--- src/rtl/mtw_pkg.sv ---
package mtw_pkg;
   localparam int unsigned ADDR_W = 8;
   localparam int unsigned MAX_CH = 7;   // match slots that fit below 0x24

   localparam logic [ADDR_W-1:0] OFS_COUNT   = 8'h00;
   localparam logic [ADDR_W-1:0] OFS_IEN     = 8'h24;
   localparam logic [ADDR_W-1:0] OFS_WDEN    = 8'h28;
   localparam logic [ADDR_W-1:0] OFS_PEND    = 8'h2C;
   localparam logic [ADDR_W-1:0] OFS_SNAP_GO = 8'h30;
   localparam logic [ADDR_W-1:0] OFS_SNAP    = 8'h34;
   localparam logic [ADDR_W-3:0] MATCH_WORD0 = 6'd2;  // 0x08 >> 2
endpackage

--- src/rtl/mtw_tick.sv ---
module mtw_tick #(
   parameter int unsigned DIV = 125
) (
   input  logic clk,
   input  logic rst_n,
   output logic tick
);
   if (DIV < 1) begin : g_bad_div
      $error("mtw_tick: DIV must be at least 1");
   end

   if (DIV == 1) begin : g_every
      assign tick = 1'b1;
   end else begin : g_div
      localparam int unsigned PW = $clog2(DIV);
      localparam logic [PW-1:0] LAST = PW'(DIV - 1);
      logic [PW-1:0] pc;

      always_ff @(posedge clk or negedge rst_n) begin
         if (!rst_n)          pc <= '0;
         else if (pc == LAST) pc <= '0;
         else                 pc <= pc + 1'b1;
      end
      assign tick = (pc == LAST);


      tick_gap_chk: assert property (@(posedge clk) disable iff (!rst_n)
         tick |=> !tick);
   end
endmodule

--- src/rtl/mtw_counter.sv ---
module mtw_counter #(
   parameter int unsigned W = 32
) (
   input  logic         clk,
   input  logic         rst_n,
   input  logic         tick,
   input  logic         snap_go,
   output logic [W-1:0] cnt,
   output logic [W-1:0] snap,
   output logic         adv
);
   always_ff @(posedge clk or negedge rst_n) begin
      if (!rst_n) begin
         cnt  <= '0;
         snap <= '0;
         adv  <= 1'b0;
      end else begin
         adv <= tick;
         if (tick)    cnt  <= cnt + 1'b1;
         if (snap_go) snap <= cnt;
      end
   end


   step_one_chk: assert property (@(posedge clk) disable iff (!rst_n)
      adv |-> (cnt == $past(cnt) + W'(1)));

   hold_chk: assert property (@(posedge clk) disable iff (!rst_n)
      !adv |-> $stable(cnt));

   snap_hold_chk: assert property (@(posedge clk) disable iff (!rst_n)
      !$past(snap_go) |-> $stable(snap));
endmodule

--- src/rtl/mtw_match_bank.sv ---
module mtw_match_bank #(
   parameter int unsigned NCH = 6,
   parameter int unsigned W   = 32
) (
   input  logic                  clk,
   input  logic                  rst_n,
   input  logic [NCH-1:0]        wr_en,
   input  logic [W-1:0]          wdata,
   input  logic [W-1:0]          cnt,
   input  logic                  adv,
   output logic [NCH-1:0][W-1:0] match_q,
   output logic [NCH-1:0]        hit
);
   for (genvar i = 0; i < NCH; i++) begin : g_ch
      always_ff @(posedge clk or negedge rst_n) begin
         if (!rst_n)        match_q[i] <= '1;
         else if (wr_en[i]) match_q[i] <= wdata;
      end
      // equality only on the cycle the counter has just stepped
      assign hit[i] = adv && (cnt == match_q[i]);


      match_keep_chk: assert property (@(posedge clk) disable iff (!rst_n)
         !$past(wr_en[i]) |-> $stable(match_q[i]));
   end
endmodule

--- src/rtl/mtw_ctrl.sv ---
module mtw_ctrl
   import mtw_pkg::*;
#(
   parameter int unsigned NUM_CH   = 6,
   parameter int unsigned WDOG_CH  = 5,
   parameter int unsigned CNT_W    = 32,
   parameter int unsigned TICK_DIV = 125
) (
   input  logic        clk,
   input  logic        rst_n,
   input  logic        bus_en,
   input  logic        bus_wr,
   input  logic [7:0]  bus_addr,
   input  logic [31:0] bus_wdata,
   output logic [31:0] bus_rdata,
   output logic        irq,
   output logic        wdog_rst_req
);
   localparam int unsigned CH_W = (NUM_CH > 1) ? $clog2(NUM_CH) : 1;

   if (NUM_CH < 1 || NUM_CH > MAX_CH) begin : g_bad_nch
      $error("mtw_ctrl: NUM_CH must lie in 1..7");
   end
   if (WDOG_CH >= NUM_CH) begin : g_bad_wd
      $error("mtw_ctrl: WDOG_CH must name an existing channel");
   end
   if (CNT_W < 2 || CNT_W > 32) begin : g_bad_w
      $error("mtw_ctrl: CNT_W must lie in 2..32");
   end

   // ---------------- bus decode ----------------
   logic              wr_go, rd_go, in_match;
   logic [5:0]        word;
   logic [CH_W-1:0]   ch_idx;
   logic [NUM_CH-1:0] match_wr, clr_mask;
   logic              snap_go;

   assign wr_go    = bus_en && bus_wr;
   assign rd_go    = bus_en && !bus_wr;
   assign word     = bus_addr[7:2];
   assign in_match = (bus_addr[1:0] == 2'b00) && (word >= MATCH_WORD0)
                     && (word < MATCH_WORD0 + 6'(NUM_CH));
   assign ch_idx   = CH_W'(word - MATCH_WORD0);
   assign snap_go  = wr_go && (bus_addr == OFS_SNAP_GO) && bus_wdata[0];
   assign clr_mask = (wr_go && bus_addr == OFS_PEND) ? bus_wdata[NUM_CH-1:0] : '0;

   for (genvar i = 0; i < NUM_CH; i++) begin : g_mwr
      assign match_wr[i] = wr_go && in_match && (ch_idx == CH_W'(i));
   end

   // ---------------- datapath ----------------
   logic                       tick, adv;
   logic [CNT_W-1:0]           cnt, snap;
   logic [NUM_CH-1:0][CNT_W-1:0] match_q;
   logic [NUM_CH-1:0]          hit, hit_en;

   mtw_tick #(.DIV(TICK_DIV)) u_tick (
      .clk(clk), .rst_n(rst_n), .tick(tick)
   );

   mtw_counter #(.W(CNT_W)) u_cnt (
      .clk(clk), .rst_n(rst_n), .tick(tick), .snap_go(snap_go),
      .cnt(cnt), .snap(snap), .adv(adv)
   );

   mtw_match_bank #(.NCH(NUM_CH), .W(CNT_W)) u_bank (
      .clk(clk), .rst_n(rst_n), .wr_en(match_wr),
      .wdata(bus_wdata[CNT_W-1:0]), .cnt(cnt), .adv(adv),
      .match_q(match_q), .hit(hit)
   );

   // ---------------- control registers ----------------
   logic [NUM_CH-1:0] ien, pend;
   logic              wd_en, rst_q, wd_fire;

   assign hit_en  = hit & ien;
   assign wd_fire = hit_en[WDOG_CH] && wd_en;

   always_ff @(posedge clk or negedge rst_n) begin
      if (!rst_n) begin
         ien   <= '0;
         wd_en <= 1'b0;
         pend  <= '0;
         rst_q <= 1'b0;
      end else begin
         if (wr_go && bus_addr == OFS_IEN) ien <= bus_wdata[NUM_CH-1:0];
         if (wd_fire)                              wd_en <= 1'b0;
         else if (wr_go && bus_addr == OFS_WDEN)   wd_en <= bus_wdata[0];
         pend  <= (pend & ~clr_mask) | hit_en;    // a new hit beats a clear
         rst_q <= wd_fire;
      end
   end

   assign irq          = |pend;
   assign wdog_rst_req = rst_q;

   // ---------------- read path ----------------
   logic [CNT_W-1:0] mval;
   logic [31:0]      rd_val;

   always_comb begin
      mval = '0;
      for (int i = 0; i < NUM_CH; i++) begin
         if (ch_idx == CH_W'(i)) mval = match_q[i];
      end
   end

   always_comb begin
      rd_val = '0;
      if (in_match) rd_val = 32'(mval);
      else begin
         case (bus_addr)
            OFS_COUNT: rd_val = 32'(cnt);
            OFS_IEN:   rd_val = 32'(ien);
            OFS_WDEN:  rd_val = {31'b0, wd_en};
            OFS_PEND:  rd_val = 32'(pend);
            OFS_SNAP:  rd_val = 32'(snap);
            default:   rd_val = '0;
         endcase
      end
   end

   always_ff @(posedge clk or negedge rst_n) begin
      if (!rst_n)     bus_rdata <= '0;
      else if (rd_go) bus_rdata <= rd_val;
   end


   wd_gate_chk: assert property (@(posedge clk) disable iff (!rst_n)
      rst_q |-> ($past(ien[WDOG_CH]) && $past(wd_en)));

   rst_pulse_chk: assert property (@(posedge clk) disable iff (!rst_n)
      rst_q |=> !rst_q);

   wd_disarm_chk: assert property (@(posedge clk) disable iff (!rst_n)
      rst_q |-> !wd_en);

   pend_sticky_chk: assert property (@(posedge clk) disable iff (!rst_n)
      (($past(pend) & ~$past(clr_mask)) & ~pend) == '0);

   pend_cause_chk: assert property (@(posedge clk) disable iff (!rst_n)
      ((pend & ~$past(pend)) & ~$past(hit_en)) == '0);
endmodule

--- config.mk ---
export PLATFORM = sky130hd
export DESIGN_NAME = mtw_ctrl
export DESIGN_NICKNAME = d
export VERILOG_FILES = /design/src/rtl/mtw_pkg.sv /design/src/rtl/mtw_tick.sv /design/src/rtl/mtw_counter.sv /design/src/rtl/mtw_match_bank.sv /design/src/rtl/mtw_ctrl.sv
export SDC_FILE = /design/constraint.sdc
export NUM_CORES = 1
export LEC_CHECK = 0
export CORE_ASPECT_RATIO = 0.8
export CORE_MARGIN = 2
export CORE_UTILIZATION = 50
export CTS_CLUSTER_DIAMETER = 200
export DETAILED_ROUTE_END_ITERATION = 10
export PLACE_DENSITY = 0.71
export RECOVER_POWER = 100
export SETUP_SLACK_MARGIN = 0.4
export SLEW_MARGIN = 25
export SYNTH_ARGS = -nofsm -noshare
export SYNTH_HDL_FRONTEND = slang
export SYNTH_SLANG_ARGS = --single-unit
--- constraint.sdc ---
create_clock -name clk -period 4.02 [get_ports clk]
set_input_delay 0.804 -clock clk [delete_from_list [all_inputs] [get_ports clk]]
set_output_delay 0.804 -clock clk [all_outputs]
set_load 0.05 [all_outputs]
After elaboration in Yosys (flattened, before gate mapping)
Index checks and enable logic that the tools add are counted.

Flip-flop bits (word level): 310. Bits in latches: 0. RAM bits: 0. Memory bits (read-only): 0. Input bits: 44. Output and inout bits: 34. Memories: 0.

$add $sub $neg: 3. Multiply operators: 0. Divide/modulo/power cells: 0. Magnitude comparators: 2. Equal/unequal tests: 17. Shift-type cells: 0. Mux-type cells: 12. Bitwise gates (word level): 4. Reduce and logical (&&, ||, !) cells: 29.

Operator list (count): $mux W32 (7); $eq A32 B32 Y1 (6); $pmux W32 S5 (1); $eq A8 B6 Y1 const B (5); $add A32 B1 Y32 const B (1); $logic_and A1 B1 Y1 (23); $and A6 B6 Y6 (2); $logic_not A8 Y1 (1); $add A7 B1 Y7 const B (1); $eq A7 B7 Y1 const B (1); $mux W7 (1); $eq A3 B2 Y1 const B (2); $eq A3 B3 Y1 const B (2); $ge A6 B2 Y1 const B (1); $lt A6 B4 Y1 const B (1); $mux W6 (1); $not A6 Y6 (1); $or A6 B6 Y6 (1); $reduce_or A6 Y1 (1); $eq A3 B1 Y1 const B (1); $logic_not A3 Y1 (1); $sub A3 B2 Y3 const B (1); $logic_not A2 Y1 (1); $mux W1 (2); 2 further kinds (2).

Longest topological paths before layout
Gate-level depths: netlist (run 1).

Depth after elaboration: 9. Depth in mapped cells: 8.

Cells and area by module
Synthesis (run 1) repeated with hierarchy kept, for this count alone.

Cell total of the unflattened synthesis: 1383. Area, all modules: 16617.2 sq um.

By module, submodules not included: mtw_match_bank (instances 1, cells an instance 704, area each 9793.1 sq um, sequential area each 5044.8 sq um); mtw_ctrl (instances 1, cells an instance 461, area each 3817.4 sq um, sequential area each 1151.1 sq um); mtw_counter (instances 1, cells an instance 187, area each 2661.3 sq um, sequential area each 1626.6 sq um); mtw_tick (instances 1, cells an instance 31, area each 345.3 sq um, sequential area each 175.2 sq um).

Worst setup path after synthesis (run 1)
OpenSTA, ideal clock, no wires.

Path kind: input port to flip-flop. Start: input port bus_addr[1]. End: register u_bank.match_q[65] in the netlist's numbering. Library setup time: 0.085 ns. Arrival: 2.544 ns. Data required time: 3.935 ns. Slack: 1.392 ns. Cell stages on the path: 6. Buffers on the path: 1. Cells stage by stage: or4_4 > nor2_4 > nand3_2 > nor4b_4 > buf_6 > mux2_1.

Word-level cells in the longest chain between the ends: 5.

Ends and longest elaborated chain: start: declaration (line mtw_ctrl.sv:13) `input logic [7:0] bus_addr,`; $logic_not A2 Y1 (line mtw_ctrl.sv:41) `assign in_match = (bus_addr[1:0] == 2'b00) && (word >= MATCH_WORD0)`; $logic_and A1 B1 Y1 (line mtw_ctrl.sv:41); $logic_and A1 B1 Y1 (line mtw_ctrl.sv:42) `&& (word < MATCH_WORD0 + 6'(NUM_CH));`; $logic_and A1 B1 Y1 (2 in a row) (line mtw_ctrl.sv:48) `assign match_wr[i] = wr_go && in_match && (ch_idx == CH_W'(i));`; end signal: indexed assignment (line mtw_match_bank.sv:17) `else if (wr_en[i]) match_q[i] <= wdata;`; end: declaration (line mtw_match_bank.sv:11) `output logic [NCH-1:0][W-1:0] match_q,`.

No other way between the ends. A chain may end at the register's enable or synchronous reset.

Worst setup path after layout (run 1)
Start: input port bus_addr[4]. End: register u_bank.match_q[187] in the netlist's numbering.

Word-level cells in the longest chain between the ends: 5.

Ends and longest elaborated chain (line): $ge A6 B2 Y1 (mtw_ctrl.sv:41); $logic_and A1 B1 Y1 (mtw_ctrl.sv:41); $logic_and A1 B1 Y1 (mtw_ctrl.sv:42); $logic_and A1 B1 Y1 (mtw_ctrl.sv:48); $logic_and A1 B1 Y1 * (mtw_ctrl.sv:48).

Every way passes the cells marked *; elsewhere a longest branch is shown, timed or not.

==> flow_results.xml, run 1 <==
<?xml version="1.0" encoding="UTF-8"?>
<metrics>
  <group name="global_route">
    <metric name="track_usage" unit="%">31.1</metric>
    <metric name="antenna_found_initial" unit="">1</metric>
    <metric name="first_pass_grt_wire_length" unit="mm">77.3</metric>
    <metric name="grt_max_degree" unit="">105</metric>
    <metric name="grt_remaining_overflow" unit="">0</metric>
    <metric name="via_count_of_the_first_global_routing_pass" unit="">11500</metric>
  </group>
  <group name="logic_synthesis">
    <metric name="synth-edff-count" unit="">0</metric>
    <metric name="yosys_most_used_dff" unit="">sky130_fd_sc_hd__dfstp_2</metric>
    <metric name="syn-cell-area" unit="mm^2">0.0163</metric>
    <metric name="post_synth.cell_area_avg" unit="um^2">11.9</metric>
    <metric name="synth_top_family_by_area" unit="">multiplexers</metric>
    <metric name="synth_top_cell_area_share" unit="%">30.9</metric>
    <metric name="synth_area_leader_cell" unit="">sky130_fd_sc_hd__dfstp_2</metric>
    <metric name="synth_top_cells_by_area" unit="">sky130_fd_sc_hd__dfstp_2 (31%), sky130_fd_sc_hd__dfrtp_1 (18%), sky130_fd_sc_hd__mux2_2 (14%)</metric>
    <metric name="post_synth_inst_count" unit="">1373</metric>
    <metric name="yosys.cell_types.count" unit="">48</metric>
    <metric name="ffs_w_async_s_r_synth" unit="%">100</metric>
    <metric name="flop_and_latch_count_out_of_synthesis" unit="">310</metric>
    <metric name="yosys_warnings" unit="">0</metric>
    <metric name="synth_sequential_area_ratio" unit="%">49.0</metric>
    <metric name="yosys.area_share.adder" unit="%">0.230</metric>
    <metric name="synth-compound-area-share" unit="%">7.37</metric>
    <metric name="synth_xor_xnor_area_share" unit="%">12.2</metric>
    <metric name="synth_mux_area_share" unit="%">19.6</metric>
    <metric name="synthesis.nets" unit="">1420</metric>
    <metric name="synth_simple_gate_area_share" unit="%">8.65</metric>
  </group>
  <group name="cells_and_area">
    <metric name="fillers" unit="">2727</metric>
    <metric name="mostFrequentLayoutCell" unit="">sky130_fd_sc_hd__mux2_2</metric>
    <metric name="final_cell_mix" unit="">sky130_fd_sc_hd__mux2_2 (197), sky130_fd_sc_hd__dfstp_2 (192), sky130_fd_sc_hd__xor2_1 (145)</metric>
    <metric name="post_route_cells_drive_above_1_share" unit="%">34.5</metric>
    <metric name="flow.area_growth_from_synthesis" unit="%">13.5</metric>
    <metric name="nNetsFinal" unit="">1472</metric>
    <metric name="final_util" unit="%">57.2</metric>
  </group>
  <group name="floorplanning">
    <metric name="top_level_ports" unit="">78</metric>
    <metric name="core_region_area" unit="mm^2">0.0323</metric>
    <metric name="rows" unit="">59</metric>
    <metric name="die_width" unit="um">206</metric>
    <metric name="die_area" unit="mm^2">0.0341</metric>
    <metric name="initial_utilization" unit="%">50.4</metric>
    <metric name="die_height" unit="um">166</metric>
  </group>
  <group name="sta">
    <metric name="finalHoldViolCount" unit="">0</metric>
    <metric name="final.setup_skew" unit="ps">17.2</metric>
    <metric name="slew_at_the_pin_with_the_worst_max_slew_slack" unit="ps">2850</metric>
    <metric name="fmax" unit="MHz">278</metric>
    <metric name="setup_viol_count_final" unit="">0</metric>
    <metric name="rsz0062_at_grt" unit="">false</metric>
    <metric name="setup_tns" unit="ps">0</metric>
    <metric name="timing.slew.headroom" unit="%">-90.2</metric>
    <metric name="post-route-period-util" unit="%">89.5</metric>
    <metric name="period_minus_slack" unit="ps">3600</metric>
    <metric name="timing_max_transition_violations_final" unit="">156</metric>
  </group>
  <group name="critical_path">
    <metric name="critical_path.n_buffers_inverters" unit="">2</metric>
    <metric name="worst-setup-path-type" unit="">in2reg</metric>
    <metric name="worstSetupStartpointType" unit="">primary input</metric>
    <metric name="cp_slowest_stage_delay" unit="ps">1150</metric>
    <metric name="crit_path_top_delay_cell" unit="">sky130_fd_sc_hd__clkbuf_1</metric>
    <metric name="crit_path_cell_trace" unit="">clkbuf_1, and2_0, nand2_1, nor2_1, buf_12, mux2_2</metric>
    <metric name="rr_startpoint" unit="">u_cnt.cnt[1]$_DFFE_PN0P_</metric>
    <metric name="worstSetupEndpointType" unit="">register</metric>
    <metric name="critical_path_peak_fanout" unit="">28</metric>
    <metric name="worstSetupStartpoint" unit="">bus_addr[4]</metric>
    <metric name="crit_required" unit="ps">4530</metric>
    <metric name="timing.critical_path.arrival" unit="ps">4110</metric>
    <metric name="cp_top_family" unit="">simple AND/OR/NAND/NOR gates</metric>
  </group>
  <group name="cts">
    <metric name="tritoncts_num_sinks" unit="">310</metric>
    <metric name="clkSlewWorstSetupHoldPaths" unit="ps">60</metric>
    <metric name="max-clock-path-buffers" unit="">3</metric>
    <metric name="post_cts_hold_fix_bufs" unit="">0</metric>
    <metric name="post_cts.repair.setup_buffers" unit="">0</metric>
    <metric name="cts_tree" unit="">done</metric>
    <metric name="worstSkewPairLatency" unit="ps">590</metric>
    <metric name="clock_buffers_created_by_tritoncts" unit="">31</metric>
    <metric name="postCtsResizedCells" unit="">0</metric>
    <metric name="ctsRootBufferMaster" unit="">sky130_fd_sc_hd__clkbuf_16</metric>
    <metric name="cts_max_level" unit="">1</metric>
  </group>
  <group name="run">
    <metric name="drv.max_cap_violation_count" unit="">3</metric>
  </group>
  <group name="placement">
    <metric name="gp_congestion" unit="">0.975</metric>
    <metric name="place.detailed.hpwl" unit="mm">37.2</metric>
    <metric name="numPortBuffers" unit="">77</metric>
  </group>
  <group name="power">
    <metric name="power.leakage" unit="nW">8.27</metric>
    <metric name="power.ir.vdd_worst" unit="uV">288</metric>
    <metric name="power_density" unit="mW/mm^2">379</metric>
  </group>
  <group name="run_status">
    <metric name="failed_checks" unit="">capacitance limit, slew limit</metric>
    <metric name="run_status" unit="">complete, but fails checks</metric>
  </group>
  <group name="worst_hold_path">
    <metric name="hp-class" unit="">reg2reg</metric>
    <metric name="worstHoldStart" unit="">u_cnt.snap[22]$_DFFE_PN0P_</metric>
  </group>
  <group name="detailed_routing">
    <metric name="via_per_inst" unit="">6.33</metric>
    <metric name="wire_per_inst" unit="um">27.6</metric>
    <metric name="routed_wl" unit="mm">51.8</metric>
    <metric name="ant_nets" unit="">0</metric>
    <metric name="drt_pass1_iterations" unit="">6</metric>
    <metric name="drt_first_iter_violations" unit="">1313</metric>
    <metric name="vias" unit="">11900</metric>
    <metric name="post-route-drc-count" unit="">0</metric>
  </group>
</metrics>
state kept, by name (all words and copies together), names as in the netlist:
| register | flops |
|---|---|
| u_bank.match_q | 192 |
| bus_rdata | 32 |
| u_cnt.cnt | 32 |
| u_cnt.snap | 32 |
| u_tick.g_div.pc | 7 |
| ien | 6 |
| pend | 6 |
| u_cnt.adv | 1 |
| wd_en | 1 |
| wdog_rst_req | 1 |
report_power, final:
part	switching [mW]	leakage, nW	internal [mW]	total, mW
Combinational	0.470	4.20	0.240	0.710
Sequential	0.0765	3.56	3.26	3.34
Clock	1.27	0.516	1.69	2.96
Total	1.82	8.27	5.19	7.01
stage by stage:
step           instances  hold WS [ps]  cell area [um^2]  setup WS, ps  total power, mW
2_1_floorplan       1373           449             16300          1390             3.74
3_3_place_gp        1819           464             17600           667             4.09
3_5_place_dp        1819           476             17600           625             4.11
4_1_cts             1877           315             18600           987             7.07
5_1_grt             1877           520             18500           404             7.24
6_report            1878           490             18500           422             7.01
final cells by class:
class | instances | area, um^2 | area share (%)
diodes | 1 | 2.50 | 0.0135
inverters | 9 | 33.8 | 0.183
flip-flops and latches | 310 | 8000 | 43.2
multi-input cells | 950 | 7820 | 42.2
well taps | 427 | 534 | 2.89
repair buffers | 123 | 1090 | 5.87
clock inverters | 15 | 134 | 0.724
clock buffers | 43 | 901 | 4.87
synth_stat cells, types with 5 or more instances:
| cell | number |
|---|---|
| sky130_fd_sc_hd__dfrtp_1 | 118 |
| sky130_fd_sc_hd__a21oi_1 | 25 |
| sky130_fd_sc_hd__a21boi_0 | 8 |
| sky130_fd_sc_hd__a22o_1 | 12 |
| sky130_fd_sc_hd__nor2b_1 | 5 |
| sky130_fd_sc_hd__dfstp_2 | 192 |
| sky130_fd_sc_hd__xnor2_1 | 82 |
| sky130_fd_sc_hd__mux2i_1 | 23 |
| sky130_fd_sc_hd__o221ai_1 | 12 |
| sky130_fd_sc_hd__nand4_1 | 34 |
| sky130_fd_sc_hd__nor2_1 | 60 |
| sky130_fd_sc_hd__o2bb2ai_1 | 7 |
| sky130_fd_sc_hd__and3_1 | 13 |
| sky130_fd_sc_hd__inv_1 | 9 |
| sky130_fd_sc_hd__a22oi_1 | 23 |
| sky130_fd_sc_hd__buf_1 | 17 |
| sky130_fd_sc_hd__mux4_2 | 17 |
| sky130_fd_sc_hd__nand3_1 | 28 |
| sky130_fd_sc_hd__xor2_1 | 145 |
| sky130_fd_sc_hd__buf_2 | 27 |
| sky130_fd_sc_hd__nor3_1 | 15 |
| sky130_fd_sc_hd__o21ai_0 | 46 |
| sky130_fd_sc_hd__clkbuf_1 | 57 |
| sky130_fd_sc_hd__mux2_2 | 199 |
| sky130_fd_sc_hd__a222oi_1 | 19 |
| sky130_fd_sc_hd__nand2_1 | 68 |
| sky130_fd_sc_hd__a31oi_1 | 12 |
| sky130_fd_sc_hd__nor4_1 | 39 |
| sky130_fd_sc_hd__mux2_1 | 30 |
cell families (layout without fill, tap and decap cells):
logic type                 after synthesis  after routing
adders and majority gates                3              3
xor gates and xnor gates               227            227
other                                    0              1
DFF                                    310            310
muxes                                  269            269
AOI/OAI and AO/OA                      173            173
and+or+nand+nor                        278            278
buffers and inverters                  113            190
tightest hold or removal path, delay by kind of cell, from the launching register on:
family	cells	cell delay (ps)
flops	1	340
compound gates	1	60
simple gates	1	50
metal layers:
layer / part of all wire (%) / GRT usage [%] / up-vias
met5: 0 / 0 / -
met2: 42 / 43.8 / 602
met3: 10 / 7.77 / 110
met4: 3.5 / 9.77 / 0
li1: - / - / 5065
met1: 44 / 46.7 / 6106
final timing paths:
| check | to | slack, ps | depth (start not counted) |
|---|---|---|---|
| setup reg to reg | wd_en$_DFFE_PN0P_ | 1050 | 5 |
| min in group asynchronous | bus_rdata[24]$_DFFE_PN0P_ | 1090 | 1 |
| hold / removal | u_cnt.snap[22]$_DFFE_PN0P_ | 490 | 2 |
| max in group asynchronous | u_cnt.cnt[10]$_DFFE_PN0P_ | 1060 | 2 |
| setup / recovery | u_bank.match_q[187]$_DFFE_PN1P_ | 420 | 6 |
| hold reg to reg | u_cnt.snap[22]$_DFFE_PN0P_ | 490 | 2 |
Power figures use the tool's default switching activity.
==> run 2, diff against run 1 <==
--- a/config.mk
+++ b/config.mk
@@ -5,11 +5,13 @@
 export SDC_FILE = /design/constraint.sdc
 export NUM_CORES = 1
 export LEC_CHECK = 0
+export ABC_CLOCK_PERIOD_IN_PS = 4019
 export CORE_ASPECT_RATIO = 0.8
 export CORE_MARGIN = 2
 export CORE_UTILIZATION = 50
 export CTS_CLUSTER_DIAMETER = 200
 export DETAILED_ROUTE_END_ITERATION = 10
+export HOLD_SLACK_MARGIN = 0.12
 export PLACE_DENSITY = 0.71
 export RECOVER_POWER = 100
 export SETUP_SLACK_MARGIN = 0.4
==> results of run 2 <==
Final layout, timing and power as in run 1 (identical DEF).
